==> config.mk <==
export PLATFORM = sky130hd
export DESIGN_NAME = rx_drop_filter
export DESIGN_NICKNAME = d
export VERILOG_FILES = /design/src/rtl/rxdf_pkg.sv /design/src/rtl/rxdf_classify.sv /design/src/rtl/rxdf_policy.sv /design/src/rtl/rxdf_sof_track.sv /design/src/rtl/rx_drop_filter.sv
export SDC_FILE = /design/constraint.sdc
export NUM_CORES = 1
export LEC_CHECK = 0
export ABC_AREA = 1
export CAP_MARGIN = 10
export CORE_MARGIN = 5
export CORE_UTILIZATION = 39
export DETAILED_ROUTE_END_ITERATION = 8
export HOLD_SLACK_MARGIN = 0.06
export PLACE_DENSITY = 0.84
export SLEW_MARGIN = 40
export SYNTH_ARGS = -nofsm -noshare
export SYNTH_HDL_FRONTEND = slang
export SYNTH_SLANG_ARGS = --single-unit
==> constraint.sdc <==
create_clock -name clk -period 1.7 [get_ports clk]
set_input_delay 0.425 -clock clk [delete_from_list [all_inputs] [get_ports clk]]
set_output_delay 0.425 -clock clk [all_outputs]
set_load 0.02 [all_outputs]
==> src/rtl/rxdf_pkg.sv <==
package rxdf_pkg;

  typedef struct packed {
    logic crc_err;
    logic coll;
    logic giant;
    logic wdt;
    logic ovf;
    logic ovf_partial;
    logic runt;
    logic early;
  } rx_flags_t;

  typedef enum logic [2:0] {
    VERDICT_KEEP_EARLY,
    VERDICT_DROP_RUNT,
    VERDICT_DROP_PARTIAL,
    VERDICT_DROP_ERROR,
    VERDICT_DROP_GIANT,
    VERDICT_DROP_SHORT,
    VERDICT_KEEP
  } verdict_e;

  function automatic logic verdict_is_keep(verdict_e v);
    return (v == VERDICT_KEEP_EARLY) || (v == VERDICT_KEEP);
  endfunction

endpackage

==> src/rtl/rxdf_classify.sv <==
module rxdf_classify
  import rxdf_pkg::*;
#(
  parameter int LEN_W   = 14,
  parameter int MIN_LEN = 64
) (
  input  rx_flags_t        flags,
  input  logic [LEN_W-1:0] len,
  input  logic [LEN_W-1:0] giant_limit,
  output logic             has_error,
  output logic             is_short,
  output logic             is_long
);
  localparam int ERR_N = 5;
  localparam logic [LEN_W-1:0] MIN_LEN_V = LEN_W'(MIN_LEN);

  logic [ERR_N-1:0] err_vec;

  assign err_vec   = {flags.crc_err, flags.coll, flags.giant, flags.wdt, flags.ovf};
  assign has_error = |err_vec;
  // short only counts for frames with no error of any kind
  assign is_short  = !has_error && !flags.runt && (len < MIN_LEN_V);
  assign is_long   = (len > giant_limit);
endmodule

==> src/rtl/rxdf_policy.sv <==
module rxdf_policy
  import rxdf_pkg::*;
(
  input  rx_flags_t flags,
  input  logic      has_error,
  input  logic      is_short,
  input  logic      is_long,
  input  logic      fwd_err,
  input  logic      fwd_small,
  input  logic      drop_giant,
  output verdict_e  verdict
);
  always_comb begin
    if (flags.early)                  verdict = VERDICT_KEEP_EARLY;
    else if (flags.runt)              verdict = VERDICT_DROP_RUNT;
    else if (flags.ovf_partial)       verdict = VERDICT_DROP_PARTIAL;
    else if (has_error && !fwd_err)   verdict = VERDICT_DROP_ERROR;
    else if (drop_giant && is_long)   verdict = VERDICT_DROP_GIANT;
    else if (is_short && !fwd_small)  verdict = VERDICT_DROP_SHORT;
    else                              verdict = VERDICT_KEEP;
  end
endmodule

==> src/rtl/rxdf_sof_track.sv <==
module rxdf_sof_track #(
  parameter int PTR_W = 10
) (
  input  logic             clk,
  input  logic             rst_n,
  input  logic             advance,
  input  logic [PTR_W-1:0] next_sof,
  output logic [PTR_W-1:0] sof_ptr
);
  always_ff @(posedge clk) begin
    if (!rst_n)       sof_ptr <= '0;
    else if (advance) sof_ptr <= next_sof;
  end
endmodule

==> src/rtl/rx_drop_filter.sv <==
module rx_drop_filter
  import rxdf_pkg::*;
#(
  parameter int LEN_W   = 14,
  parameter int PTR_W   = 10,
  parameter int MIN_LEN = 64
) (
  input  logic             clk,
  input  logic             rst_n,
  input  logic             cfg_fwd_err,
  input  logic             cfg_fwd_small,
  input  logic             cfg_drop_giant,
  input  logic [LEN_W-1:0] cfg_giant_limit,
  input  logic             st_valid,
  output logic             st_ready,
  input  logic             st_crc_err,
  input  logic             st_coll,
  input  logic             st_giant,
  input  logic             st_wdt,
  input  logic             st_ovf,
  input  logic             st_ovf_partial,
  input  logic             st_runt,
  input  logic             st_early,
  input  logic [LEN_W-1:0] st_len,
  input  logic [PTR_W-1:0] wr_ptr,
  output logic             commit,
  output logic             discard,
  output logic [PTR_W-1:0] sof_ptr
);
  rx_flags_t        flags;
  logic             has_error, is_short, is_long;
  verdict_e         verdict;
  logic             accept;
  logic             ready_q;
  logic             commit_q, discard_q;
  logic [PTR_W-1:0] end_ptr_q;

  assign flags = '{crc_err: st_crc_err, coll: st_coll, giant: st_giant,
                   wdt: st_wdt, ovf: st_ovf, ovf_partial: st_ovf_partial,
                   runt: st_runt, early: st_early};

  rxdf_classify #(.LEN_W(LEN_W), .MIN_LEN(MIN_LEN)) u_classify (
    .flags       (flags),
    .len         (st_len),
    .giant_limit (cfg_giant_limit),
    .has_error   (has_error),
    .is_short    (is_short),
    .is_long     (is_long)
  );

  rxdf_policy u_policy (
    .flags      (flags),
    .has_error  (has_error),
    .is_short   (is_short),
    .is_long    (is_long),
    .fwd_err    (cfg_fwd_err),
    .fwd_small  (cfg_fwd_small),
    .drop_giant (cfg_drop_giant),
    .verdict    (verdict)
  );

  assign accept   = st_valid && ready_q;
  assign st_ready = ready_q;

  always_ff @(posedge clk) begin
    if (!rst_n) begin
      ready_q   <= 1'b0;
      commit_q  <= 1'b0;
      discard_q <= 1'b0;
      end_ptr_q <= '0;
    end else begin
      ready_q   <= 1'b1;
      commit_q  <= accept && verdict_is_keep(verdict);
      discard_q <= accept && !verdict_is_keep(verdict);
      if (accept) end_ptr_q <= wr_ptr;
    end
  end

  rxdf_sof_track #(.PTR_W(PTR_W)) u_sof (
    .clk      (clk),
    .rst_n    (rst_n),
    .advance  (commit_q),
    .next_sof (end_ptr_q),
    .sof_ptr  (sof_ptr)
  );

  assign commit  = commit_q;
  assign discard = discard_q;
endmodule

==> results, run 1 <==
- The run finished with clean final reports.
- The mean cell area of the mapped netlist is 6.713 um^2.
- The min-delay analysis places its worst path in the category flip-flop to flip-flop.
- Yosys printed 0 warnings.
- The die is 66.59 um tall.
- The area of the core is 0.003053 mm^2.
- The total die area is 0.004434 mm^2.
- On the worst path, the slowest cell contributes a delay of 450 ps.
- The count of pins over their slew limit is 0.
- For this block, the initial DRC count from the detailed router was 73.
- The cell count after synthesis came out at 186.
- The number of antenna repair diodes is 0.
- The congestion estimate from routability-driven global placement came to 0.7878.
- The type of origin of the critical path is an input port.
- The worst-skew pair later-pin latency is 320 ps.
- The first global-routing pass estimated 4871 um of wire.
- The number of H-tree levels is 1.
- For the pin with the worst max-slew slack, the measured transition is 267.6 ps.
- The share of the clock period used by the worst path is 0.9742.
- The die is 66.59 um wide.
- The CTS buffer count is 3.
- The number of different library cells used by synthesis comes to 14.
- Max-cap violations in this run came to 0.
- The number of standard cells in the layout, taps in and fillers out is 300.
- In this run the worst path has a maximum fanout of 2.
- The total half-perimeter wirelength after legalization and detailed placement is 2575 um.
- The count of filler cells inserted in the layout is 253.
- Across the VDD grid, the largest voltage drop is 0.0002869 V.
- In the routed layout, each cell is associated on average with a via count of 4.387.
- Setup repair after global routing could not meet its margin everywhere.
- The signal on the critical path passes through clkdlybuf4s50_1, inv_1, ha_1, nand2_1, inv_1, nand2_1, nand2_1, a21oi_2, nand2_1, nand2_1, nand2_2, nand2_2, nor2_2.
- STA classifies the critical path endpoint as a flip-flop.
- The power density over cell area is 554.5 mW/mm^2.
- The final global-route overflow total is 0.
- The global-route usage over all layers is 0.1442.
- In this run the deepest clock path goes through 2 buffers.
- The utilization after layout is 0.6922.
- The placement-stage worst setup slack is -308.5 ps.
- The I/O pin total is 65.
- The number of nets in the synthesized netlist is 252.
- The via count of the first global-routing pass was 1,166.
- The detail route stage leaves a number of antenna-violating nets equal to 0.
- Measured against its own limit, the worst slew margin works out to 0.8205.
- The post-route DRC violation count is 0.
- The worst setup path is of the input port to flip-flop kind.
- The starting density of the core is 0.4090.
- The final routed wire length divided by cell count is 11.10 um.
- TritonCTS built the clock tree.
- In the layout the commonest cells are nor2_1 (49), clkdlybuf4s50_1 (46), nand2_1 (26), inv_1 (23), dfxtp_1 (23).
- Setup violations remaining at the end of the flow were counted as 0.
- The number of hold violations in the final report is 0.
- The fmax is 603.8 MHz.
- The clock transition at the registers of the reported paths is 120 ps.
- The minimum clock period is 1656 ps.
- After synthesis the netlist holds a flip-flop and latch count of 23.
- The number of placed cells counting well taps is 296.
- For this design the static power due to leakage is 1.159 nW.
- For this design, the slowest cell found on the critical path is clkdlybuf4s50_1.
- The largest net degree at the start of global routing is 23.
- The initialized floorplan defines 20 standard-cell rows.
- STA puts the critical path data required time at 1930 ps.
- The clock tree skew after final layout is 4.703 ps.
- The clock tree root driver cell is clkbuf_4.
- The most common cell after layout, fill and taps aside is nor2_1.
- The cts-stage hold buffer count is 0.
- The area growth from synthesis to layout is 69.24%.
- STA puts the critical path data arrival time at 1890 ps.
- The iteration count of the initial detailed-routing pass is 3.
- Summed over all layers, the routed wires come to 3331 um.
- The clock sink count is 23.
- The post-CTS setup repair buffer count is 0.
- The number of antenna violations at the first check in global routing is 0.
- The number of buffers inserted by port buffering is 64.
- The net count of the finished layout is 323.
- Summing over every cut layer, the via total after detailed routing is 1,316.
- The layout cell share with drive strength beyond 1 is 0.1250.
- In this run the cell area of the synthesized design comes to 0.001249 mm^2.
- The most frequent cell on the critical path is nand2_1.
- The sequential element share of the synthesized area is 0.3687.
- The slack of the critical path is 43.94 ps.
==> per-layer routing <==
metal | GRT usage | wire [um]
met5 | 0 | 0
met4 | 0.07360 | 74
met3 | 0.02867 | 167
met2 | 0.2574 | 1792
met1 | 0.1597 | 1296
==> state kept, by name (all words and copies together) (netlist names) <==
name,count
discard,1
st_ready,1
end_ptr_q,10
u_sof.sof_ptr,10
commit,1
==> through the flow <==
| step | hold slack [ps] | total power, mW | area, um^2 | TNS, ps |
|---|---|---|---|---|
| finish | 493.3 | 1.172 | 2113 | 0 |
| global route | 513.4 | 1.250 | 2113 | -139.8 |
| CTS | 496.5 | 1.147 | 1997 | 0 |
| detailed placement | 468.0 | 0.9044 | 1978 | -580.3 |
| global placement | 461.6 | 0.8966 | 1978 | -518.6 |
| floorplan | 452.7 | 0.7250 | 1249 | 0 |
==> layout make-up <==
type                            instances  area, um^2  share of cell area
Clock buffer                            3       22.52             0.01066
Clock inverter                          1       5.005            0.002368
Tap cell                               44       55.05             0.02605
Multi-Input combinational cell        129       749.5              0.3546
Sequential cell                        23       460.4              0.2179
Timing Repair Buffer                   71       711.9              0.3369
Inverter                               29       108.9             0.05151
==> cell families (layout without fill, tap and decap cells) <==
group,count (synthesis),after routing,synth area share
buffers and inverters,34,104,0.1022
flip-flops,23,23,0.3687
AND/OR/NAND/NOR,90,90,0.2886
AO/OA/AOI/OAI,25,25,0.1002
adder cells (fa/ha/maj),14,14,0.1403
==> power breakdown <==
group | switching [mW] | internal (mW)
clock | 0.163 | 0.0882
combinational | 0.146 | 0.196
sequential | 0.0123 | 0.566
total | 0.322 | 0.850
==> critical path, delay by kind of cell <==
| kind | cells | cell delay [ps] |
|---|---|---|
| fa+ha+maj | 1 | 300 |
| simple gates | 8 | 490 |
| compound gates | 1 | 120 |
| buf+inv | 3 | 550 |
==> Yosys cell counts, drive strengths merged <==
cell,instances,area (um^2)
a21oi,5,25.02
clkbuf,5,18.77
clkinv,2,7.510
dfxtp,23,460.4
ha,14,175.2
inv,27,101.4
nand2,31,118.9
nand3,4,25.02
nor2,53,206.5
nor3,2,10.01
o21ai,20,100.1
==> worst paths after layout <==
path	startpoint	to	slack [ps]	depth (start not counted)
max	cfg_giant_limit[9]	discard	40	13
min	end_ptr_q[1]	u_sof.sof_ptr[1]	490	2
max reg2reg	commit	u_sof.sof_ptr[3]	570	4
min reg2reg	end_ptr_q[1]	u_sof.sof_ptr[1]	490	2
==> what timing repair did <==
action | CTS | global route
gates resized for setup | 7 | 29
setup endpoints to repair | 7 | 8
pin swaps | 0 | 10
Note: power is estimated with default switching activity, not from simulation.
==> run 2: changes to the inputs <==
- ABC_AREA: 1 -> unset
- CORE_UTILIZATION: 39 -> 49
- DONT_BUFFER_PORTS: unset -> 1
- PLACE_DENSITY: 0.84 -> 0.69
==> run 2 against run 1 <==
  * Routed wire length is 25% lower
  * Global-route usage is 0.24 points lower
  * Cell count is 43% lower
  * Synthesized cell count is 25% lower
  * Flip-flop and latch count stayed put
  * Combinational power is 66% lower
  * Clock power is 3% lower
  * Sequential power is 2% lower
  * Register-to-register slack worse by 160 ps
  * Design area is 39% lower
  * Utilization is 16 points lower
  * Non-clock buffer count is 70 lower
  * Largest cell class unchanged
  * Largest power group unchanged
==> results, run 2 <==
- In the final layout, the registers with the most flip-flops are end_ptr_q x10, u_sof.sof_ptr x10.
- The synthesized design contains 23 register bits.
- Of the post-synthesis cell area, the dominant cell type holds 0.3751.
- The tightest min-delay check is of the input port to flip-flop type.
- Counting every net in the synthesized netlist gives 206.
- In this run the static leakage power is 0.5311 nW.
- Input and output buffers added on the ports amount to 0.
- Of the post-synthesis cell area, the part taken by muxes is 0.08155.
- The cell taking the most area after synthesis is dfxtp_1.
- The final setup TNS is 0 ps.
- The starting density of the core is 0.5046.
- The worst hold path was traced through 0 stages.
- The worst pin sits at a relative slew slack of 0.7234.
- The worst hold slack across all endpoints is 140.4 ps.
- The largest single stage delay on the critical path is 310 ps.
- After global routing the overflow that remains totals 0.
- The count of instances resized after the clock tree is built is 0.
- The final routed wire length divided by cell count is 14.65 um.
- In the global route stage, met1 resource usage came out at 0.1539.
- Entering global routing, the biggest net connects 23 pins.
- The worst setup path is captured at a flip-flop.
- During synthesis, Yosys emitted a total of 0 warnings.
- The clock tree from TritonCTS is yes.
- For met2 alone, demand over resource in global routing was 0.2562.
- The final layout contains 208 nets.
- The sequential element share of the synthesized area is 0.3751.
- The fmax is 737.2 MHz.
- At the later pin of the worst-skew pair, clock insertion delay measures 300 ps.
- For this design the top-level I/O count stands at 65.
- The largest individual stage delay along the critical path comes from the cell ha_1.
- Setup repair after global routing left no endpoint under its margin.
- The primary flip-flop cell chosen by synthesis mapping is dfxtp_1.
- Once detailed placement completed, the half-perimeter wirelength came to 2068 um.
- The number of antenna violations at the first check in global routing is 0.
- Of the total synthesized cell area, the portion taken by XOR and XNOR cells is 0.
- In this run the vertical extent of the chip is 60.05 um.
- The worst path needs 1357 ps of the cycle, external delays included.
- CTS saw 23 sinks.
- The die covers 0.003606 mm^2.
- The worst supply voltage drop on vdd is 0.0008772 V.
- The number of max-cap violations is 0.
- The weighted congestion at the end of routability-driven global placement is 0.7212.
- Traced cell by cell, the critical path runs through inv_1, ha_1, nand4_1, o21bai_1, a311oi_1, o21ai_0, and3b_1.
- The post-detailed-route count of antenna-violating nets is 0.
- Of the cells placed in the final design, the portion with a size suffix greater than 1 is 0.03546.
- The most common cell after layout, fill and taps aside is nand2_1.
- nand2_1 is the most common cell in the netlist.
- The dominant combinational cell family by area after synthesis is simple AND/OR/NAND/NOR gates.
- The via count of the first global-routing pass was 913.
- The synthesized design contains 0 enable-type register cells.
- The worst setup path is of the input port to flip-flop kind.
- Grouping stages by cell kind, the critical path spends the most delay in compound AO/OA/AOI/OAI gates.
- In the global route stage, met3 resource usage came out at 0.07127.
- STA puts the critical path data arrival time at 1570 ps.
- The first global-routing pass estimated 3857 um of wire.
- In the layout the commonest cells are nand2_1 (25), dfxtp_1 (23), inv_1 (14), ha_1 (14), nor2b_1 (11).
- Hold repair after CTS inserted 0 buffers.
- The cell area after synthesis is 0.001227 mm^2.
- The root buffer cell chosen for the clock tree is clkbuf_4.
- In this run the power density over the cells is 721.4 mW/mm^2.
- The largest driver fanout on the critical path is 3.
- In the global route stage, overall resource usage came out at 0.1418.
- For this run, the detailed router's first-pass iteration total came to 4.
- The share of the clock period used by the worst path is 0.7980.
- In this run, distinct cell masters in the synthesized netlist total 26.
- In this run, CTS created clock tree buffers numbering 3.
- The post-CTS setup repair buffer count is 0.
- The count of pins over their slew limit came to 0.
- The worst-margin pin slew is 414.9 ps.
- The number of cells on the worst reg-to-reg path is 3.
- Across the routed clock network, the largest skew measured is 3.511 ps.
- The number of cells produced by synthesis is 140.
- The violation count after the first detailed-route iteration is 20.
- The count of standard-cell rows is 18.
- The number of H-tree levels is 1.
- At the worst endpoint, the required time is 1910 ps.
- Of the total synthesized cell area, the portion taken by full adders, half adders and majority gates is 0.1427.
- The share of the synthesized area in compound gates (AO/OA/AOI/OAI) is 0.1325.
- Of the total synthesized cell area, the portion taken by AND, OR, NAND and NOR gates is 0.2120.
- The maximum number of buffers from clock root to sink is 2.
- The average vias per placed instance is 5.444.
- The mean cell area of the mapped netlist is 8.767 um^2.
- Ranked by total cell area, the synthesized netlist is headed by dfxtp_1 (38%), ha_1 (14%), mux2i_1 (8.2%).
- The die is 60.05 um wide.
- The worst setup path is launched from an input port.
- The count of vias placed by the detailed router is 931.
- The commonest cells after synthesis are nand2_1 (25), dfxtp_1 (23), ha_1 (14), inv_1 (14), nor2b_1 (11).
- For this block, the routed nets add up to 2506 um of wire.
- After detailed routing, the number of remaining DRC violations is 0.
- The number of buffers and inverters on the critical path is 1.
- Clock-pin slew was measured on the worst setup and hold paths at 110 ps.
- The flow ran to the end, and the final reports show no timing, DRC or antenna violations.
- The async set-or-reset flop fraction in the synthesized netlist is 0.
- The number of hold violations in the final report is 0.
- The final setup violation count is 0.
- From synthesis to final layout, the design area changed by 4.485%.
- The global-route layer with the greatest usage is met2.
- The core region is 0.002432 mm^2.
- The critical path runs through a total of 7 cells.
- The number of antenna repair diodes is 0.
[run 2: cell types whose count changed in the layout (fill, tap and decap cells not counted), moves of 6 or more]
cell / before / now
buf_4: 7 / 1
clkdlybuf4s50_1: 46 / 0
dlymetal6s2s_1: 11 / 0
nor2_1: 49 / 2
nor2b_1: 0 / 11
o21ai_0: 20 / 2
mux2i_1: 0 / 10
a21boi_0: 0 / 10
dlygate4sd2_1: 7 / 0
inv_1: 23 / 14
[run 2: final timing paths]
kind / startpoint / end / slack (ps)
setup reg to reg: st_ready / commit / 410
hold / removal: rst_n / st_ready / 140
setup / recovery: cfg_giant_limit[5] / commit / 340
hold reg to reg: end_ptr_q[1] / end_ptr_q[1] / 470
[run 2: stage by stage]
stage / std cells / utilization / setup slack (ps) / power [mW] / area, um^2
after CTS: 171 / 0.5273 / 360.7 / 0.9410 / 1282
after detailed placement: 167 / 0.5165 / 18.95 / 0.6958 / 1256
final: 171 / 0.5273 / 343.5 / 0.9252 / 1282
after global routing: 171 / 0.5273 / 251.0 / 0.9849 / 1282
after global placement: 167 / 0.5165 / 64.04 / 0.6873 / 1256
after floorplan: 140 / - / 118.3 / 0.6749 / 1227
[run 2: logic make-up after synthesis]
group	count (synthesis)
compound gates	24
fa+ha+maj	14
buf+inv	18
flops	23
mux	10
simple gates	51
[run 2: power breakdown]
group,internal [mW],switching (mW)
Sequential,0.554,0.0135
Clock,0.0915,0.151
Combinational,0.0554,0.0593
[run 2: layer usage]
metal  vias to the layer above  share of wire
met5                         -              0
met4                         0              0
met3                         0          0.082
met2                        34           0.52
met1                       419           0.39
li1                        478              -
[run 2: final cells by class]
class,count,area (um^2)
clock buffer,4,26.28
timing repair buffer,1,7.507
inverter,14,52.55
multi-input combinational,99,698.2
tap,30,37.54
fill,243,1150
sequential,23,460.4
==> run 3: changes to the inputs <==
- clock period: 1.7 -> 1.3 ns (I/O delays scaled with it)
==> run 3 against run 2 <==
  * First-iteration DRC count shrank 30%
  * Largest power group unchanged
  * Highest routed layer is now met4
  * Combinational power increased by 62%
  * Design area grew 9.1%
  * Non-clock buffer count increased by 6
  * Global-route usage increased by 2.6 points
  * Die area unchanged
  * Hold slack lost 4.9 ps
==> results, run 3 (synthesis results as in run 2) <==
- The clock tree root driver cell is clkbuf_4.
- The share of the clock period used by the worst path is 0.9098.
- The final routed wire length divided by cell count is 14.73 um.
- The worst-skew pair later-pin latency is 310 ps.
- In the routed layout, each cell is associated on average with a via count of 5.514.
- The net switching fraction of the power is 0.2493.
- The global-route usage over all layers is 0.1679.
- Data arrives at the worst endpoint at 1400 ps.
- Setup violations remaining at the end of the flow were counted as 0.
- The share of total power dissipated in the clock network is 0.259.
- Setup repair after global routing left no endpoint under its margin.
- The via count of the first global-routing pass was 1,055.
- At the end of routability-driven placement, the weighted congestion stood at 0.7314.
- The number of antenna repair diodes is 0.
- Measured against its own limit, the worst slew margin works out to 0.7512.
- The clock sink count is 23.
- The maximum number of buffers from clock root to sink is 2.
- In this run, the number of DRC markers left after iteration 0 of detailed routing was 14.
- The number of cells on the worst reg-to-reg path is 4.
- Data on the critical path is required at its endpoint by 1510 ps.
- The starting density of the core is 0.5046.
- Along the worst hold path, the cell count comes to 2.
- The total chip power is 1.247 mW.
- Fill cells in the final layout number 233.
- The most common cell after layout, fill and taps aside is nand2_1.
- The floorplan die height is 60.05 um.
- The count of pins over their slew limit is 0.
- The layout overhead on the synthesized area is 13.97%.
- Internal power comes to 936.2 uW.
- The path type of the worst min-delay path is input port to flip-flop.
- The power dissipated by switching net loads is 311.0 uW.
- The number of buffers inserted by port buffering is 0.
- In the final layout, the registers with the most flip-flops are end_ptr_q x10, u_sof.sof_ptr x10.
- STA classifies the critical path startpoint as an input port.
- Once layout is complete, the cells apart from fillers number 177.
- The count of vias placed by the detailed router is 976.
- The first global-routing pass estimated 4547 um of wire.
- The critical path class is input port to flip-flop.
- The worst supply voltage drop on vdd is 0.0006695 V.
- The fraction of power consumed by combinational cells is 0.149.
- In the layout the commonest cells are nand2_1 (25), dfxtp_1 (23), nor2b_1 (11).
- The clock tree skew after final layout is 8.239 ps.
- The net count of the finished layout is 214.
- The post-detailed-route count of antenna-violating nets is 0.
- The worst hold slack across all endpoints is 135.5 ps.
- The iteration count of the initial detailed-routing pass is 3.
- The post-route DRC violation count is 0.
- Buffers inserted during clock tree synthesis total 3.
- The final wirelength is 2607 um.
- The die covers 0.003606 mm^2.
- The clock transition at the registers of the reported paths is 120 ps.
- The area of the core is 0.002432 mm^2.
- The leakage power is 0.5616 nW.
- The fmax is 845.5 MHz.
- The worst path needs 1183 ps of the cycle, external delays included.
- Power spread over the standard cell area amounts to 891.6 mW/mm^2.
- After global routing the overflow that remains totals 0.
- The number of H-tree levels is 1.
- The run finished with clean final reports.
- The total half-perimeter wirelength after legalization and detailed placement is 2186 um.
- TritonCTS built the clock tree.
- The number of placed instances, taps included, is 172.
- Of the cells placed in the final design, the portion with a size suffix greater than 1 is 0.1429.
- The number of hold violations in the final report is 0.
- The number of max-cap violations is 0.
- Of all nets on the critical path, the largest fanout is 2.
- For this run, the share of the core covered by cells in the final layout is 0.5751.
- During I/O placement, the number of pins put on the boundary was 65.
- The placed standard-cell area is 0.001355 mm^2.
- After routing the design area is 0.001399 mm^2.
- The count of standard-cell rows is 18.
- At the pin with the least slew margin, the transition time is 372.3 ps.
- The number of antenna violations at the first check in global routing was 0.
- The category of the worst setup path capture point is a flip-flop.
- The largest net degree at the start of global routing is 23.
- The share of total power dissipated in sequential elements is 0.592.
- The floorplan step set the die width to 60.05 um.
[run 3: power by group through the flow]
stage	Combinational [mW]	Clock, mW	Sequential (mW)
floorplan	0.139	0	0.755
global placement	0.170	0	0.753
detailed placement	0.184	0	0.755
CTS	0.187	0.341	0.739
global route	0.220	0.365	0.742
finish	0.186	0.323	0.738
[run 3: what timing repair did]
item / 4_1_cts / 5_1_grt
endpoints found under the hold margin: 1 / 0
setup endpoints to repair: 0 / 2
resized for setup: 0 / 1
buffers inserted: 0 / 0
hold buffers: 1 / 0
[run 3: path summary, 6_finish.rpt]
check | endpoint | startpoint | slack (ps)
worst max-delay path | commit | cfg_giant_limit[2] | 120
worst min-delay path | end_ptr_q[4] | wr_ptr[4] | 140
worst max register to register | end_ptr_q[9] | st_ready | 180
worst min register to register | end_ptr_q[5] | end_ptr_q[5] | 470
[run 3: area by class of cell]
type                    instances  area [um^2]  area share
multi-input cells              99        758.2      0.5420
repair buffers                  7        55.05     0.03936
well taps                      30        37.54     0.02683
clock inverters                 1        5.005    0.003578
clock buffers                   3        22.52     0.01610
inverters                      14        60.06     0.04293
flip-flops and latches         23        460.4      0.3292
[run 3: stage by stage]
stage	setup slack [ps]	setup TNS (ps)
2_1_floorplan	-147.9	-218.8
3_3_place_gp	-203.4	-362.5
3_5_place_dp	-235.5	-408.2
4_1_cts	108.3	0
5_1_grt	23.55	0
6_report	117.3	0
[run 3: worst max-delay path, cell delays in order]
cell      delay (ps)
inv_2             20
ha_4             250
nand4_1          100
o21bai_1         160
a311oi_1         270
o21ai_1          100
and3b_1          160
[run 3: routing by layer]
metal / part of all wire / vias up / GRT usage
li1: - / 490 / -
met1: 0.36 / 443 / 0.1732
met2: 0.53 / 34 / 0.2994
met3: 0.077 / 9 / 0.04752
met4: 0.036 / 0 / 0.09494
met5: 0 / - / 0
